$ cat src/rtl/tmr_pkg.sv
// Package: shared constants, the channel setup record and the counter step
// function for the interval timer front end. Assumes three channels.
package tmr_pkg;
    localparam int CH_COUNT = 3;
    localparam int BYTE_W   = 8;
    localparam int CNT_W    = 2 * BYTE_W;
    localparam int DIGITS   = CNT_W / 4;
    localparam logic [2:0] MODE_MAX = 3'd5;
    localparam logic [1:0] ACC_LOHI = 2'b11;
    localparam logic [1:0] ACC_LATCH = 2'b00;
    localparam logic [1:0] SEL_RDBACK = 2'b11;

    typedef struct packed {
        logic [1:0] acc;
        logic [2:0] mode;
        logic       bcd;
    } chcfg_t;

    // One down-step of the counter, binary or four-digit decimal.
    function automatic logic [CNT_W-1:0] step_down(input logic [CNT_W-1:0] v,
                                                   input logic bcd);
        logic [CNT_W-1:0] r;
        logic borrow;
        if (!bcd) begin
            r = v - 1'b1;
        end else begin
            r = v;
            borrow = 1'b1;
            for (int d = 0; d < DIGITS; d++) begin
                if (borrow) begin
                    if (v[4*d +: 4] == 4'd0) begin
                        r[4*d +: 4] = 4'd9;
                    end else begin
                        r[4*d +: 4] = v[4*d +: 4] - 4'd1;
                        borrow = 1'b0;
                    end
                end
            end
        end
        return r;
    endfunction
endpackage

$ cat src/rtl/tmr_ctl_decode.sv
// Control word decoder. Turns one control-port write into per-channel
// setup strobes, latch strobes and a reject flag. Assumes ctl_we is a
// single-cycle strobe; outputs are combinational.
module tmr_ctl_decode
    import tmr_pkg::*;
(
    input  logic                 ctl_we,
    input  logic [BYTE_W-1:0]    ctl_word,
    output logic [CH_COUNT-1:0]  setup_we,
    output chcfg_t               setup_cfg,
    output logic [CH_COUNT-1:0]  grab_cnt,
    output logic [CH_COUNT-1:0]  grab_sts,
    output logic                 bad_word
);
    logic [1:0] sel;
    logic [1:0] acc;
    logic [2:0] mode;

    assign sel  = ctl_word[7:6];
    assign acc  = ctl_word[5:4];
    assign mode = ctl_word[3:1];
    assign setup_cfg = '{acc: ACC_LOHI, mode: mode, bcd: ctl_word[0]};

    // Classify the control word and fan it out to channels.
    always_comb begin
        setup_we = '0;
        grab_cnt = '0;
        grab_sts = '0;
        bad_word = 1'b0;
        if (ctl_we) begin
            if (sel == SEL_RDBACK) begin
                for (int ch = 0; ch < CH_COUNT; ch++) begin
                    if (ctl_word[1+ch]) begin
                        grab_cnt[ch] = !ctl_word[5];
                        grab_sts[ch] = !ctl_word[4];
                    end
                end
            end else if (acc == ACC_LATCH) begin
                for (int ch = 0; ch < CH_COUNT; ch++)
                    if (sel == 2'(ch)) grab_cnt[ch] = 1'b1;
            end else if (acc == ACC_LOHI && mode <= MODE_MAX) begin
                for (int ch = 0; ch < CH_COUNT; ch++)
                    if (sel == 2'(ch)) setup_we[ch] = 1'b1;
            end else begin
                bad_word = 1'b1;
            end
        end
    end
endmodule

$ cat src/rtl/tmr_channel.sv
// One timer channel: setup record, two-byte count write sequencing, the
// down-counter, count and status latches and the read byte sequencing.
// Assumes at most one of setup_we, grab_*, data_we, data_re per cycle.
module tmr_channel
    import tmr_pkg::*;
(
    input  logic               clk,
    input  logic               rst_n,
    input  logic               setup_we,
    input  chcfg_t             setup_cfg,
    input  logic               grab_cnt,
    input  logic               grab_sts,
    input  logic               data_we,
    input  logic               data_re,
    input  logic [BYTE_W-1:0]  wdata,
    input  logic               cnt_en,
    output logic [BYTE_W-1:0]  rd_byte,
    output logic               load_fault
);
    chcfg_t             cfg_q;
    logic [BYTE_W-1:0]  stage_q;
    logic               wr_hi_q;
    logic [CNT_W-1:0]   cnt_q;
    logic               armed_q;
    logic               null_q;
    logic               out_q;
    logic               fault_q;
    logic               rd_hi_q;
    logic               cl_valid_q;
    logic [CNT_W-1:0]   cl_val_q;
    logic               sl_valid_q;
    logic [BYTE_W-1:0]  sl_val_q;

    logic               configured;
    logic               commit;
    logic               bad_load;
    logic               tick;
    logic [CNT_W-1:0]   full_word;
    logic [CNT_W-1:0]   next_cnt;
    logic [BYTE_W-1:0]  status_now;
    logic [CNT_W-1:0]   rd_src;

    assign configured = (cfg_q.acc == ACC_LOHI);
    assign full_word  = {wdata, stage_q};
    assign commit     = data_we && configured && wr_hi_q;
    assign bad_load   = (cfg_q.mode == 3'd2 || cfg_q.mode == 3'd3) &&
                        (full_word == CNT_W'(1));
    assign tick       = armed_q && cnt_en && !commit;
    assign next_cnt   = step_down(cnt_q, cfg_q.bcd);
    assign status_now = {out_q, null_q, cfg_q.acc, cfg_q.mode, cfg_q.bcd};
    assign load_fault = fault_q;

    // Hold the accepted setup record.
    always_ff @(posedge clk) begin
        if (!rst_n)        cfg_q <= '0;
        else if (setup_we) cfg_q <= setup_cfg;
    end

    // Sequence count writes as low byte then high byte.
    always_ff @(posedge clk) begin
        if (!rst_n) begin
            wr_hi_q <= 1'b0;
            stage_q <= '0;
        end else if (setup_we) begin
            wr_hi_q <= 1'b0;
        end else if (data_we && configured) begin
            if (!wr_hi_q) stage_q <= wdata;
            wr_hi_q <= !wr_hi_q;
        end
    end

    // Counting element, null-count, out bit and illegal-load flag.
    always_ff @(posedge clk) begin
        if (!rst_n) begin
            cnt_q   <= '0;
            armed_q <= 1'b0;
            null_q  <= 1'b1;
            out_q   <= 1'b0;
            fault_q <= 1'b0;
        end else if (setup_we) begin
            armed_q <= 1'b0;
            null_q  <= 1'b1;
            out_q   <= (setup_cfg.mode != 3'd0);
            fault_q <= 1'b0;
        end else if (commit) begin
            if (bad_load) begin
                fault_q <= 1'b1;
            end else begin
                cnt_q   <= full_word;
                armed_q <= 1'b1;
                null_q  <= 1'b0;
                fault_q <= 1'b0;
                out_q   <= (cfg_q.mode != 3'd0);
            end
        end else begin
            if (data_we && configured) null_q <= 1'b1;
            if (tick) begin
                cnt_q <= next_cnt;
                if (cfg_q.mode == 3'd0 && next_cnt == '0) out_q <= 1'b1;
            end
        end
    end

    // Latch captures and read byte sequencing.
    always_ff @(posedge clk) begin
        if (!rst_n) begin
            rd_hi_q    <= 1'b0;
            cl_valid_q <= 1'b0;
            cl_val_q   <= '0;
            sl_valid_q <= 1'b0;
            sl_val_q   <= '0;
        end else begin
            if (setup_we) rd_hi_q <= 1'b0;
            if (grab_cnt && !cl_valid_q) begin
                cl_valid_q <= 1'b1;
                cl_val_q   <= cnt_q;
            end
            if (grab_sts && !sl_valid_q) begin
                sl_valid_q <= 1'b1;
                sl_val_q   <= status_now;
            end
            if (data_re) begin
                if (sl_valid_q) begin
                    sl_valid_q <= 1'b0;
                end else begin
                    rd_hi_q <= !rd_hi_q;
                    if (cl_valid_q && rd_hi_q) cl_valid_q <= 1'b0;
                end
            end
        end
    end

    // Select the byte a read of this port returns.
    always_comb begin
        rd_src = cl_valid_q ? cl_val_q : cnt_q;
        if (sl_valid_q)   rd_byte = sl_val_q;
        else if (rd_hi_q) rd_byte = rd_src[CNT_W-1:BYTE_W];
        else              rd_byte = rd_src[BYTE_W-1:0];
    end

    // Null-count clears only on a data write (count transfer).
    assert_null_clears_on_load_R4: assert property (@(posedge clk) disable iff (!rst_n)
        $fell(null_q) |-> $past(data_we));

    // The count moves only when stepped or loaded.
    assert_count_moves_with_cause_R5: assert property (@(posedge clk) disable iff (!rst_n)
        !$stable(cnt_q) |-> $past(cnt_en || data_we));

    // A held count latch keeps its value until released.
    assert_latch_holds_R8: assert property (@(posedge clk) disable iff (!rst_n)
        cl_valid_q |=> (cl_valid_q -> $stable(cl_val_q)));

    // A status read does not advance the count byte order.
    assert_status_first_R9: assert property (@(posedge clk) disable iff (!rst_n)
        (data_re && sl_valid_q) |=> $stable(rd_hi_q));

    // An illegal load leaves null-count set.
    assert_fault_keeps_null_R11: assert property (@(posedge clk) disable iff (!rst_n)
        $rose(fault_q) |-> null_q);
endmodule

$ cat src/rtl/tmr_bus_frontend.sv
// Top of the interval timer bus front end. Decodes the port index from
// the address above REG_SHIFT ignored bits, routes control writes to the
// decoder and data accesses to the channels, and registers read data.
// Assumes bus_wr and bus_rd are never high together.
module tmr_bus_frontend
    import tmr_pkg::*;
#(
    parameter  int REG_SHIFT = 0,
    localparam int ADDR_W    = REG_SHIFT + 2
) (
    input  logic                 clk,
    input  logic                 rst_n,
    input  logic [ADDR_W-1:0]    bus_addr,
    input  logic                 bus_wr,
    input  logic                 bus_rd,
    input  logic [BYTE_W-1:0]    bus_wdata,
    output logic [BYTE_W-1:0]    bus_rdata,
    input  logic [CH_COUNT-1:0]  count_en,
    output logic                 ctl_reject,
    output logic [CH_COUNT-1:0]  load_fault
);
    localparam logic [1:0] CTL_PORT = 2'd3;

    logic [1:0]              port;
    logic                    ctl_we;
    logic [CH_COUNT-1:0]     setup_we;
    chcfg_t                  setup_cfg;
    logic [CH_COUNT-1:0]     grab_cnt;
    logic [CH_COUNT-1:0]     grab_sts;
    logic                    bad_word;
    logic [CH_COUNT-1:0]     data_we;
    logic [CH_COUNT-1:0]     data_re;
    logic [BYTE_W-1:0]       ch_byte [CH_COUNT];
    logic [BYTE_W-1:0]       rd_pick;

    assign port   = bus_addr[REG_SHIFT +: 2];
    assign ctl_we = bus_wr && (port == CTL_PORT);

    tmr_ctl_decode u_decode (
        .ctl_we    (ctl_we),
        .ctl_word  (bus_wdata),
        .setup_we  (setup_we),
        .setup_cfg (setup_cfg),
        .grab_cnt  (grab_cnt),
        .grab_sts  (grab_sts),
        .bad_word  (bad_word)
    );

    for (genvar g = 0; g < CH_COUNT; g++) begin : g_ch
        assign data_we[g] = bus_wr && (port == 2'(g));
        assign data_re[g] = bus_rd && (port == 2'(g));

        tmr_channel u_ch (
            .clk        (clk),
            .rst_n      (rst_n),
            .setup_we   (setup_we[g]),
            .setup_cfg  (setup_cfg),
            .grab_cnt   (grab_cnt[g]),
            .grab_sts   (grab_sts[g]),
            .data_we    (data_we[g]),
            .data_re    (data_re[g]),
            .wdata      (bus_wdata),
            .cnt_en     (count_en[g]),
            .rd_byte    (ch_byte[g]),
            .load_fault (load_fault[g])
        );
    end

    // Pick the addressed channel's byte; the control port reads as zero.
    always_comb begin
        rd_pick = '0;
        for (int ch = 0; ch < CH_COUNT; ch++)
            if (port == 2'(ch)) rd_pick = ch_byte[ch];
    end

    // Register read data on each read strobe.
    always_ff @(posedge clk) begin
        if (!rst_n)      bus_rdata <= '0;
        else if (bus_rd) bus_rdata <= rd_pick;
    end

    // Register the reject pulse.
    always_ff @(posedge clk) begin
        if (!rst_n) ctl_reject <= 1'b0;
        else        ctl_reject <= bad_word;
    end

    // A reject pulse always follows a write.
    assert_reject_after_write_R3: assert property (@(posedge clk) disable iff (!rst_n)
        ctl_reject |-> $past(bus_wr));

    // Read data changes only after a read strobe.
    assert_rdata_holds_R13: assert property (@(posedge clk) disable iff (!rst_n)
        !$stable(bus_rdata) |-> $past(bus_rd));
endmodule

$ cat config.mk
export PLATFORM = sky130hd
export DESIGN_NAME = tmr_bus_frontend
export DESIGN_NICKNAME = d
export VERILOG_FILES = /design/src/rtl/tmr_pkg.sv /design/src/rtl/tmr_ctl_decode.sv /design/src/rtl/tmr_channel.sv /design/src/rtl/tmr_bus_frontend.sv
export SDC_FILE = /design/constraint.sdc
export NUM_CORES = 1
export LEC_CHECK = 0
export BUFFER_PORTS_ARGS = -buffer_cell sky130_fd_sc_hd__buf_2
export CORE_MARGIN = 1
export CORE_UTILIZATION = 55
export DETAILED_ROUTE_END_ITERATION = 12
export GPL_ROUTABILITY_DRIVEN = 1
export PLACE_DENSITY = 0.84
export SETUP_SLACK_MARGIN = 0.3
export SYNTH_ARGS = -nofsm -noshare
export SYNTH_HDL_FRONTEND = slang
export SYNTH_HIERARCHICAL = 1
export SYNTH_SLANG_ARGS = --single-unit
$ cat constraint.sdc
create_clock -name clk -period 3.05 [get_ports clk]
set_input_delay 0 -clock clk [delete_from_list [all_inputs] [get_ports clk]]
set_output_delay 0 -clock clk [all_outputs]
set_load 0.01 [all_outputs]
**Word level (Yosys, flattened, before mapping)**

Cells that the tools add are included.

- Flip-flop bits (word level): 192
- Logic and storage cells: 355
- Input bits: 17

- Add/sub/neg operators: 15
- Mux-type cells: 145
- Magnitude comparators: 1
- Reduce and logical (&&, ||, !) cells: 111
- Bitwise logic cells: 11
- Equality and inequality tests: 25

Operator list:

| kind | count |
|---|---|
| 16-bit 2-to-1 mux | 15 |
| 1-bit 2-to-1 mux | 91 |
| 4-bit 2-to-1 mux | 21 |
| 8-bit 2-to-1 mux | 9 |
| 16-bit by 1-bit equality test with 1-bit output, second input constant | 3 |
| 16-bit logical NOT | 3 |
| 4-bit logical NOT | 12 |
| 16-bit by 1-bit subtractor with 16-bit output, second input constant | 3 |
| 4-bit by 1-bit subtractor with 4-bit output, second input constant | 12 |
| 1-bit logical AND | 35 |
| 3-bit nonzero test | 10 |
| 3-bit 2-to-1 mux | 9 |
| 3-bit AND reduction | 9 |
| 3-bit by 2-bit equality test with 1-bit output, second input constant | 6 |
| 1-bit logical NOT | 17 |
| 2-bit equality test, second input constant | 8 |
| 2-bit AND reduction | 6 |
| 2-bit nonzero test | 6 |
| 1-bit NOT | 11 |
| 3-bit logical NOT | 3 |
| 3-bit inequality test, second input constant | 3 |
| 2-bit logical NOT | 3 |
| 2-bit inequality test, second input constant | 3 |
| 2-bit OR reduction | 3 |
| 4 further kinds | 7 |

**Depth between registers and ports, before layout**

- Word-level depth: 15
- Gate-level depth with buffers: 12
- Depth with buffers taken out: 9

**Modules after synthesis**

Netlist, hierarchy kept.

By module, submodules not included:

| module | times used | cells each | area each (sq um) |
|---|---|---|---|
| tmr_channel (g_ch[0].u_ch ...) | 2 | 435 | 3585.9 |
| tmr_channel (g_ch[2].u_ch) | 1 | 415 | 3395.8 |
| tmr_bus_frontend | 1 | 70 | 585.6 |
| tmr_ctl_decode | 1 | 31 | 214.0 |

**Least setup slack after synthesis**

No wires, ideal clock.

- Path type: input-to-reg
- Start point: input port bus_addr[0]
- End point: register g_ch[0].u_ch.out_q
- Arrival time: 2.150 ns
- Setup time: 0.116 ns
- Data required time: 2.934 ns
- Setup slack: 0.784 ns
- Buffers on the path: 3
- Stages on the path: 12
- Path through: buf_6 buf_12 and3_2 nand2b_1 nor4b_1 buf_2 inv_1 o41ai_1 nor3_1 and4_1 and3_1 a41o_1

- Elaborated cells between the ends (all ways): 15

RTL lines:

| element | RTL line | RTL |
|---|---|---|
| from (decl) | tmr_bus_frontend.sv:13 | `input logic [ADDR_W-1:0] bus_addr,` |
| 2-bit equality test * | tmr_bus_frontend.sv:37 | `assign ctl_we = bus_wr && (port == CTL_PORT);` |
| 1-bit logical AND * | tmr_bus_frontend.sv:37 |  |
| net ctl_we | tmr_bus_frontend.sv:25 | `logic ctl_we;` |
| 3-bit 2-to-1 mux * | tmr_ctl_decode.sv:30 | `if (ctl_we) begin` |
| net setup_we[0] | tmr_bus_frontend.sv:26 | `logic [CH_COUNT-1:0] setup_we;` |
| 3-bit inequality test (no line) / 3-bit nonzero test (equally long branches) | n/a |  |
| 3-bit AND reduction (no line) | n/a |  |
| to (signal assigned) | tmr_channel.sv:83 | `out_q <= (setup_cfg.mode != 3'd0);` |
| to (signal assigned) | tmr_channel.sv:93 | `out_q <= (cfg_q.mode != 3'd0);` |
| to (decl) | tmr_channel.sv:26 | `logic out_q;` |

Mark *: on every way through the listed nets, which the timed path passes. The rest lies on a longest branch.
A chain may end at the register's enable or synchronous reset.

**Worst setup path after layout**

- Start point: input port bus_wdata[5]
- End point: register g_ch[1].u_ch.out_q

- Cells in the longest elaborated chain, start to end: 8
- Elaborated cells between the ends (all ways): 14

RTL lines:

| element | RTL line | RTL |
|---|---|---|
| from (decl) | tmr_bus_frontend.sv:16 | `input logic [BYTE_W-1:0] bus_wdata,` |
| 2-bit equality test | tmr_ctl_decode.sv:41 | `end else if (acc == ACC_LOHI && mode <= MODE_MAX) begin` |
| 1-bit logical AND | tmr_ctl_decode.sv:41 |  |
| 3-bit 2-to-1 mux | tmr_ctl_decode.sv:41 |  |
| 3-bit 2-to-1 mux * | tmr_ctl_decode.sv:38 | `end else if (acc == ACC_LATCH) begin` |
| 3-bit 2-to-1 mux * | tmr_ctl_decode.sv:31 | `if (sel == SEL_RDBACK) begin` |
| 3-bit 2-to-1 mux * | tmr_ctl_decode.sv:30 |  |
| net setup_we[1] | tmr_bus_frontend.sv:26 |  |
| 3-bit inequality test (no line) / 3-bit nonzero test (equally long branches) | n/a |  |
| 3-bit AND reduction (no line) | n/a |  |
| to (signal assigned) | tmr_channel.sv:83 |  |
| to (signal assigned) | tmr_channel.sv:93 |  |
| to (decl) | tmr_channel.sv:26 |  |

Marked as above.

==> metrics.cfg <==
[synth]
ys_async_sr_fraction_pct = 0
syn_area_per_cell_um2 = 8.201
yosysSeqAreaShare_pct = 34.34
synth_edf_count = 0
syn_area_mm2 = 0.01137
ys_types = 82
yosys_register_bits = 195
ys.flop_type = dfxtp_1
synthCells = 1386
ys_warn_count = 6

[floorplan]
row_count = 52
die_height_um = 145.8
die_w_um = 145.8
die_area_mm2 = 0.02125
pin_count = 29
core-area_mm2 = 0.02023
start_util_pct = 56.18

[min_path]
holdPathEnd = g_ch[0].u_ch/cnt_q[3]
whs_path_depth = 2
holdCritStartpoint = rst_n
hp-class = input port to register

[power_and_ir_drop]
power-per-cell-area_mw_per_mm2 = 433.6
finalPower_w = 0.005310
total_leakage_power_nw = 4.407
peakVddDrop_mv = 0.3210

[sta]
worst_pin_slew_ns = 0.6762
rsz0062_at_grt = false
setup_viol = 0
finClkSkew_ns = 0.01085
timing.slew.headroom_pct = 54.92
min_period_ns = 2.395
hold_viol_final = 0
fmax_mhz = 417.5
timing.final.crit_share_pct = 78.54
setup_tns_ns = 0
slew_viol_final = 0

[critical_path]
worstPathRequired_ns = 3.38
r2r_end = g_ch[2].u_ch/out_q
cp-start-kind = input port
reg2reg_depth = 8
r2r_start = g_ch[2].u_ch/cnt_q[0]
crit_type = input port to register
path_max_fanout = 13
r2r_slack_ns = 0.67
critical_path.endpoint_type = register
crit_arrival_ns = 2.73

[route]
via_per_inst = 6.437
drt_iter0_drc = 1225
first_pass_iters = 6
drc = 0
wl_per_cell_um = 19.99
wl_um = 32660
via_count = 10520
ant_nets = 0

[clock_network]
cts_tree = built
post-cts-setup-buffers = 0
cts-root-buf = clkbuf_16
clock_sinks = 195
clk_pin_slew_ns = 0.07
cts_buffers = 17
clockBufferDepth = 2
htree_levels = 4
clkLatencyLatePin_ns = 0.44

[place]
portBuffers = 28
place_hpwl_um = 22320
gp_congestion = 1.013

[outcome]
status = finished clean

[finish]
area.growth.synth_to_final_pct = 7.738
fin_util_pct = 60.52
nFillCells = 1720
multi_input_area_mm2 = 0.006783
register_area_mm2 = 0.003904
drive_above_1_share_pct = 13.14
final_net_count = 1374

[global_routing]
antenna_found_initial = 1
grt_pass1_vias = 9814
grt_max_degree = 58
grt_pass1_wl_um = 52170
gr-total-overflow = 0
grt_usage_pct = 30.90

[flow_run]
cap_violations = 0

==> cells in the mapped netlist, drive strengths merged (24+ instances only) <==
master	instances	area share, %
mux2	27	2.7
dfxtp	195	34
a21oi	69	3.1
mux4	24	4.8
inv	35	1.2
nand2b	25	1.5
nor2	78	2.7
o21ai	53	2.3
a21boi	58	3.8
nand3	46	2.0
buf	46	2.5
nand2	255	8.4
clkbuf	73	2.4
nor2b	46	2.6
mux2i	66	5.8
==> worst max-delay path, cell delays in order <==
cell and delay, ns:
dlygate4sd3_1 0.53, buf_2 0.31, nand2_1 0.19, nor4b_2 0.33
inv_1 0.17, o41ai_1 0.48, nor3_1 0.12, and4_1 0.21
and3_1 0.16, a41o_1 0.21
==> layout by cell type, fill, tap and decap left out, drive strengths merged, types with 27 or more instances in the layout <==
cell type / Yosys / routed
dfxtp: 195 / 195
a21boi: 58 / 58
nand2: 255 / 255
mux2: 27 / 27
buf: 46 / 57
inv: 35 / 41
o21ai: 53 / 53
a21oi: 69 / 69
nand3: 46 / 46
mux2i: 66 / 66
nor2: 78 / 78
nor2b: 46 / 46
==> through the flow <==
stage,std cells,area (um^2),setup WS [ns],hold WS (ns)
after detailed placement,1595,11520,0.7714,0.4064
after floorplan,1387,11370,0.7842,0.1176
final,1634,12250,0.6546,0.03608
after CTS,1632,12240,0.7082,0.03118
after global routing,1633,12240,0.4768,0.03412
after global placement,1595,11520,0.7867,0.3972
==> area by class of cell <==
cell class                      count  area share, %
Clock buffer                       17          3.474
Multi-Input combinational cell   1036          55.38
Sequential cell                   195          31.88
Tap cell                          270          2.758
Clock inverter                     15          1.982
Timing Repair Buffer               62          3.351
Antenna cell                        2        0.04087
Inverter                           37          1.134
==> routing by layer <==
metal  GRT usage (%)  share of wire (%)
met5               0                  0
met4           13.74                3.1
met3           6.552                9.3
met2           47.11                 45
met1           42.04                 42
==> state kept, by name, indices dropped and copies added (netlist names), 3 cells and up <==
name,cells
bus_rdata,8
g_ch.u_ch/armed_q,3
g_ch.u_ch/cfg_q,18
g_ch.u_ch/cl_val_q,48
g_ch.u_ch/cl_valid_q,3
g_ch.u_ch/cnt_q,48
g_ch.u_ch/load_fault,3
g_ch.u_ch/null_q,3
g_ch.u_ch/out_q,3
g_ch.u_ch/rd_hi_q,3
g_ch.u_ch/sl_val_q,24
g_ch.u_ch/sl_valid_q,3
g_ch.u_ch/stage_q,24
g_ch.u_ch/wr_hi_q,3
==> logic make-up (layout without fill, tap and decap cells) <==
group	Yosys count	count (layout)	synth area share (%)
fa+ha+maj	8	8	0.8806
xor+xnor	11	11	0.8475
compound gates	314	314	18.80
flops	195	195	34.34
buf+inv	156	131	6.186
simple gates	584	584	25.67
mux	117	117	13.24
other cells	1	4	0.03299
==> power by group <==
part	switching (W)	total [W]	internal [W]
registers	0.0000182	0.00257	0.00255
logic	0.000134	0.000207	0.0000728
clock network	0.00105	0.00253	0.00148
total	0.00120	0.00531	0.00411
==> repair_timing <==
item,CTS,global route
gates resized for setup,0,0
hold endpoints to repair,10,0
hold buffers,5,0
==> worst max path at each step <==
stage	startpoint	to	slack, ns	cells past startpoint
after floorplan	bus_addr[0]	g_ch[0].u_ch/out_q	0.78	12
after global placement	bus_wdata[5]	g_ch[1].u_ch/out_q	0.79	9
after detailed placement	g_ch[2].u_ch/cnt_q[0]	g_ch[2].u_ch/out_q	0.77	8
after CTS	bus_wdata[5]	g_ch[1].u_ch/out_q	0.71	10
after global routing	bus_wdata[5]	g_ch[1].u_ch/out_q	0.48	10
final	bus_wdata[5]	g_ch[1].u_ch/out_q	0.65	10
No activity file was read; power rests on OpenSTA's default activity.
